$ cat src/rtl/rv_alu.sv
module rv_alu #(
  parameter int W = 32
) (
  input  logic [W-1:0] op_a,
  input  logic [W-1:0] op_b,
  input  logic [2:0]   op_sel,
  input  logic         cmp_mode,
  input  logic         add_force,
  output logic [W-1:0] res,
  output logic         neg
);
  localparam logic [2:0] OP_ADD = 3'b011;
  localparam logic [2:0] OP_SUB = 3'b010;
  localparam logic [2:0] OP_AND = 3'b110;
  localparam logic [2:0] OP_OR  = 3'b101;
  localparam logic [2:0] OP_XOR = 3'b100;

  logic         do_sub;
  logic [W-1:0] b_x;
  logic [W-1:0] sum;
  logic         ovf, zero, hit;

  assign do_sub = !add_force && (cmp_mode || op_sel == OP_SUB);
  assign b_x    = op_b ^ {W{do_sub}};
  assign sum    = op_a + b_x + {{(W-1){1'b0}}, do_sub};
  assign ovf    = (op_a[W-1] == b_x[W-1]) && (sum[W-1] != op_a[W-1]);
  assign neg    = sum[W-1] ^ ovf;
  assign zero   = (sum == '0);
  assign hit    = (op_sel != 3'b111) &&
                  ((op_sel[0] && !neg && !zero) || (op_sel[1] && zero) || (op_sel[2] && neg));

  always_comb begin
    if (add_force)     res = sum;
    else if (cmp_mode) res = {{(W-1){1'b0}}, hit};
    else begin
      unique case (op_sel)
        OP_ADD, OP_SUB: res = sum;
        OP_AND:         res = op_a & op_b;
        OP_OR:          res = op_a | op_b;
        OP_XOR:         res = op_a ^ op_b;
        default:        res = '0;
      endcase
    end
  end
endmodule

$ cat config.mk
export PLATFORM = sky130hd
export DESIGN_NAME = rv_alu
export DESIGN_NICKNAME = d
export VERILOG_FILES = /design/src/rtl/rv_alu.sv
export SDC_FILE = /design/constraint.sdc
export NUM_CORES = 1
export LEC_CHECK = 0
export BUFFER_PORTS_ARGS = -buffer_cell sky130_fd_sc_hd__buf_2
export CORE_ASPECT_RATIO = 0.9
export CORE_UTILIZATION = 35
export DETAILED_ROUTE_END_ITERATION = 10
export PLACE_DENSITY = 0.56
export SYNTH_ARGS = -nofsm -noshare
export SYNTH_HDL_FRONTEND = slang
export SYNTH_SLANG_ARGS = --single-unit
$ cat constraint.sdc
create_clock -name vclk -period 17.5
set_input_delay 3.5 -clock vclk [all_inputs]
set_output_delay 3.5 -clock vclk [all_outputs]
set_load 0.02 [all_outputs]
# Word-level counts from Yosys, hierarchy flattened
# Index checks and enable logic that the tools add are counted.
word_totals:
  register_bits: 0
  latch_bits: 0
  ram_bits: 0
  mem_bits_ro: 0
  out_inout_bits: 33
  wordCells: 33
  memories: 0
classes:
  n_addsub: 2
  mul: 0
  n_div: 0
  magnitude_cmp: 0
  n_eq_ne: 8
  shift: 0
  n_mux: 3
  n_bitwise: 5
  n_reduce_logical: 15
ops:
  columns: ["op", "n"]
  rows:
  - ["$pmux W32 S4", 1]
  - ["$mux W32", 2]
  - ["$xor A32 B32 Y32", 2]
  - ["$add A32 B1 Y32", 1]
  - ["$add A32 B32 Y32", 1]
  - ["$and A32 B32 Y32", 1]
  - ["$logic_not A32 Y1", 1]
  - ["$or A32 B32 Y32", 1]
  - ["$eq A3 B3 Y1 const B", 3]
  - ["$logic_and A1 B1 Y1", 7]
  - ["$eq A3 B2 Y1 const B", 2]
  - ["$logic_not A1 Y1", 3]
  - ["$logic_or A1 B1 Y1", 3]
  - ["$ne A3 B3 Y1 const B", 1]
  - ["$reduce_or A2 Y1", 1]
  - ["$eq A1 B1 Y1", 1]
  - ["$ne A1 B1 Y1", 1]
  - ["$xor A1 B1 Y1", 1]

# Logic depth before layout (Yosys ltp)
depth:
  ltp_word: 17
  mapped_depth: 19
  mapped_depth_nobuf: 15

# Worst setup path before layout
# OpenSTA, ideal clock, no wires.
synth_path:
  path_kind: "input-to-output"
  start: "in add_force"
  end: "out res[0]"
  arrival_ps: 7834
  required_time_ps: 14000
  path_slack_ps: 6166
  stages: 19
  n_path_buf: 4
  path_cell_list: "buf_4 or4b_4 and2_1 clkbuf_1 buf_1 xnor2_1 ha_1 buf_6 a21o_1 a221oi_4 o21a_4 nand3b_4 a21boi_2 mux2_2 o311ai_0 nand4_1 nor4_2 mux2i_1 a31oi_1"
synth_between:
  elab_chain_cells: 16
  word_cells_on_any_way: 22
synth_lines:
  columns: ["element", "line", "rtl"]
  rows:
  - ["start, declared", "8", "input logic add_force,"]
  - ["$logic_not A1 Y1", "23", "assign do_sub = !add_force && (cmp_mode || op_sel == OP_SUB);"]
  - ["$logic_and A1 B1 Y1", "23", null]
  - ["$xor A32 B32 Y32", "24", "assign b_x = op_b ^ {W{do_sub}};"]
  - ["$add A32 B32 Y32", "25", "assign sum = op_a + b_x + {{(W-1){1'b0}}, do_sub};"]
  - ["$add A32 B1 Y32", "25", null]
  - ["$ne A1 B1 Y1", "26", "assign ovf = (op_a[W-1] == b_x[W-1]) && (sum[W-1] != op_a[W-1]);"]
  - ["$logic_and A1 B1 Y1", "26", null]
  - ["$xor A1 B1 Y1", "27", "assign neg = sum[W-1] ^ ovf;"]
  - ["$logic_not A1 Y1", "30", "((op_sel[0] && !neg && !zero) || (op_sel[1] && zero) || (op_sel[2] && neg));"]
  - ["$logic_and A1 B1 Y1 (2 in series)", "30", null]
  - ["$logic_or A1 B1 Y1 (2 in series)", "30", null]
  - ["$logic_and A1 B1 Y1", "29", "assign hit = (op_sel != 3'b111) &&"]
  - ["$mux W32", "34", "else if (cmp_mode) res = {{(W-1){1'b0}}, hit};"]
  - ["$mux W32 (*)", "33", "if (add_force) res = sum;"]
  - ["end, declared", "9", "output logic [W-1:0] res,"]
# Mark *: on every way between the ends. The rest lies on a longest branch, timed or not.

# Worst setup path in the final report
layout_path:
  start: "in op_sel[1]"
  end: "out res[0]"
layout_between:
  elab_chain_cells: 17
  word_cells_on_any_way: 29
layout_lines:
  columns: ["element", "line", "rtl"]
  rows:
  - ["start, declared", "6", "input logic [2:0] op_sel,"]
  - ["$eq A3 B2 Y1", "23, 36", null]
  - ["$logic_or A1 B1 Y1", "23", null]
  - ["$logic_and A1 B1 Y1", "23", null]
  - ["$xor A32 B32 Y32", "24", null]
  - ["$add A32 B32 Y32", "25", null]
  - ["$add A32 B1 Y32", "25", null]
  - ["$ne A1 B1 Y1", "26", null]
  - ["$logic_and A1 B1 Y1", "26", null]
  - ["$xor A1 B1 Y1", "27", null]
  - ["$logic_not A1 Y1", "30", null]
  - ["$logic_and A1 B1 Y1 (2 in series)", "30", null]
  - ["$logic_or A1 B1 Y1 (2 in series)", "30", null]
  - ["$logic_and A1 B1 Y1", "29", null]
  - ["$mux W32", "34", null]
  - ["$mux W32 (*)", "33", null]
# Marks and branches as above.

==> results.md <==
* Status: complete, but fails checks
* Failing checks: design-rule violations
* Fin area at between 5000 and 6000 sq um
* Final #Nets at 941
* Seq cells at 0
* Hold Path End: res[29]
* Worst vdd ir at 16.2 uV
* Die X at 126 um
* # resized after CTS at 0
* Synth Area in Compound Gates at 0.314
* Critical Path AT at 8.97 ns
* GRT Total Usage at 0.213
* Dpl hpwl at about 12000 um
* Post-synthesis cell type count at 78
* Finished Layout Cells at 939
* # port buffers at between 100 and 150
* Placed Area at 5360 sq um
* Vias in the first global route at 4996
* Maxcap violations at 0
* Hold crit path type: primary input to output port
* Initial antenna violation count at 0
* Number of remaining DRC errors at 9
* Final Cycle Share at 0.713
* Largest family of logic cells by synthesized area: compound AO/OA/AOI/OAI gates
* Hold Startpoint: add_force
* Post-Syn Area at 4810 sq um
* Top post-synthesis cells by area: ha_1, xnor2_1, a21oi_1
* Adder-cell share of the synthesized area at 0.261
* Synth top area share at 0.255
* Minimum clock period at 12.47 ns
* I/O Pins at 102
* Slew margin rel. at 0.337
* Grt ovf at 0
* 1st-pass router iterations at 8
* Post-CTS setup buffers at 0
* Simple-Gate Fraction of Synth Area at 0.215
* Row count at 40
* Syn nets at 877
* First-pass GRT wire length at ~25000 um
* Highest clock rate at 80.2 MHz
* Post-synthesis mux area share at 0.0130
* Routed Antenna Nets at 0
* Critical setup path kind: primary input to output port
* Final-report setup violation count at 0
* Core footprint at 13400 sq um
* Worst setup EP type: output port
* Chip height at between 100 and 150 um
* Fraction of synthesized cell area in xor and xnor cells at 0.0993
* Antenna cells at 0
* Cell taking the most area after synthesis: ha_1
* Placed insts at 939
* Die area at 14200 sq um
* Clkbuf count at 0
* Max-slew violations at 0
* P_leak at 0.00263 uW
* Routed vias at between 5000 and 6000
* Final core occ at 0.401
* Avg Cell Area, Syn at about 6.8 sq um
* Hold Violations, Final at 0
* CTS Hold Buffers Added at 0
* Layout cells sized above 1 at 0.173
* Post-Syn Instances at 709
* Largest net degree at the start of global routing at 40
* Number of synthesis warnings at 0
* Setup TNS Final at 0 ns
* Setup repair after global routing missed its margin: no
* Register area at 0 sq um
* Critical path launch point type: primary input
* Initial Util at 0.360
* Vias per cell at roughly 5.7
* Least-Margin Pin Slew at 0.995 ns
* DRT Wirelength at 15400 um
* GP Congestion at about 0.93
* DRT iter0 DRCs at 406
* WL/cell at 16.4 um
* Power Density at 54.3 nW/um^2
* Worst hold path stage count at 4
* Critical Path RT at around 14 ns
* Register area share after synthesis at 0
* Worst Path Max Fanout at 39
* P&R area growth vs syn at 11.3%
==> layout make-up <==
class	instances	area, sq um
fillers	1400	8010
well taps	168	210
multi-input cells	596	4350
inverters	70	263
repair buffers	105	533
==> placed cells by master (no fill, tap or decap), types with 4 or more instances in the layout <==
cell type | netlist | final
buf_2 | 3 | 102
ha_1 | 98 | 98
inv_1 | 70 | 70
a21oi_1 | 68 | 67
nand2_1 | 67 | 67
nor2_1 | 62 | 62
o21ai_0 | 51 | 51
xnor2_1 | 44 | 44
a211oi_1 | 19 | 19
a21o_1 | 16 | 16
o22ai_1 | 14 | 14
a22oi_1 | 12 | 12
nand4_1 | 11 | 11
nand3_1 | 10 | 10
xor2_1 | 8 | 8
nor3_1 | 6 | 6
o31ai_1 | 5 | 5
nand4b_1 | 5 | 5
o21a_1 | 5 | 5
and3_1 | 5 | 5
nor3b_1 | 4 | 4
nand3b_1 | 4 | 4
mux2i_1 | 4 | 4
nor4_1 | 4 | 4
==> power breakdown <==
group,internal (uW),switching [uW]
combinational,109,182
clock,0,0
sequential,0,0
==> worst max-delay path, stage by stage <==
cell	delay, ns
buf_2	0.57
or4b_4	0.57
and2_2	0.52
xnor2_1	0.26
ha_1	0.41
a21o_1	0.25
a221oi_4	0.40
o21a_4	0.21
nand3b_4	0.09
a21boi_2	0.30
mux2_2	0.37
o311ai_0	0.48
nand4_1	0.27
nor4_2	0.25
mux2i_1	0.24
a31oi_1	0.10
buf_2	0.17
==> cell usage after synthesis, types with 12 or more instances <==
library cell and n:
ha_1 98, o21ai_0 51, a211oi_1 19, a21oi_1 68, inv_1 70, a22oi_1 12, o22ai_1 14, xnor2_1 44
clkbuf_1 29, nor2_1 62, nand2_1 67, a21o_1 16
==> per-stage QoR <==
stage	power, uW	hold slack (ns)	setup WS, ns
finish	291	7.54	5.03
global route	319	7.55	4.68
CTS	288	7.53	5.08
detailed placement	286	7.53	5.11
global placement	283	7.52	5.16
floorplan	209	7.29	6.17
==> logic make-up after synthesis <==
logic type / count (synthesis)
AOI/OAI and AO/OA: 229
and+or+nand+nor: 208
buffers and inverters: 113
adders and majority gates: 100
xor gates and xnor gates: 53
muxes: 6
==> layer usage <==
| layer | track usage | part of all wire |
|---|---|---|
| met1 | 0.317 | 0.52 |
| met4 | 0.0203 | 0.0070 |
| met3 | 0.0104 | 0.049 |
| met2 | 0.346 | 0.43 |
| met5 | 0 | 0 |
==> worst max path at each step <==
stage	startpoint	to	slack, ns	depth (start not counted)
floorplan	add_force	res[0]	6.17	19
global placement	op_sel[1]	res[0]	5.16	17
detailed placement	op_sel[1]	res[0]	5.11	17
CTS	op_sel[1]	res[0]	5.08	17
global route	op_sel[1]	res[0]	4.68	17
finish	op_sel[1]	res[0]	5.03	17
Note: power is estimated with default switching activity, not from simulation.
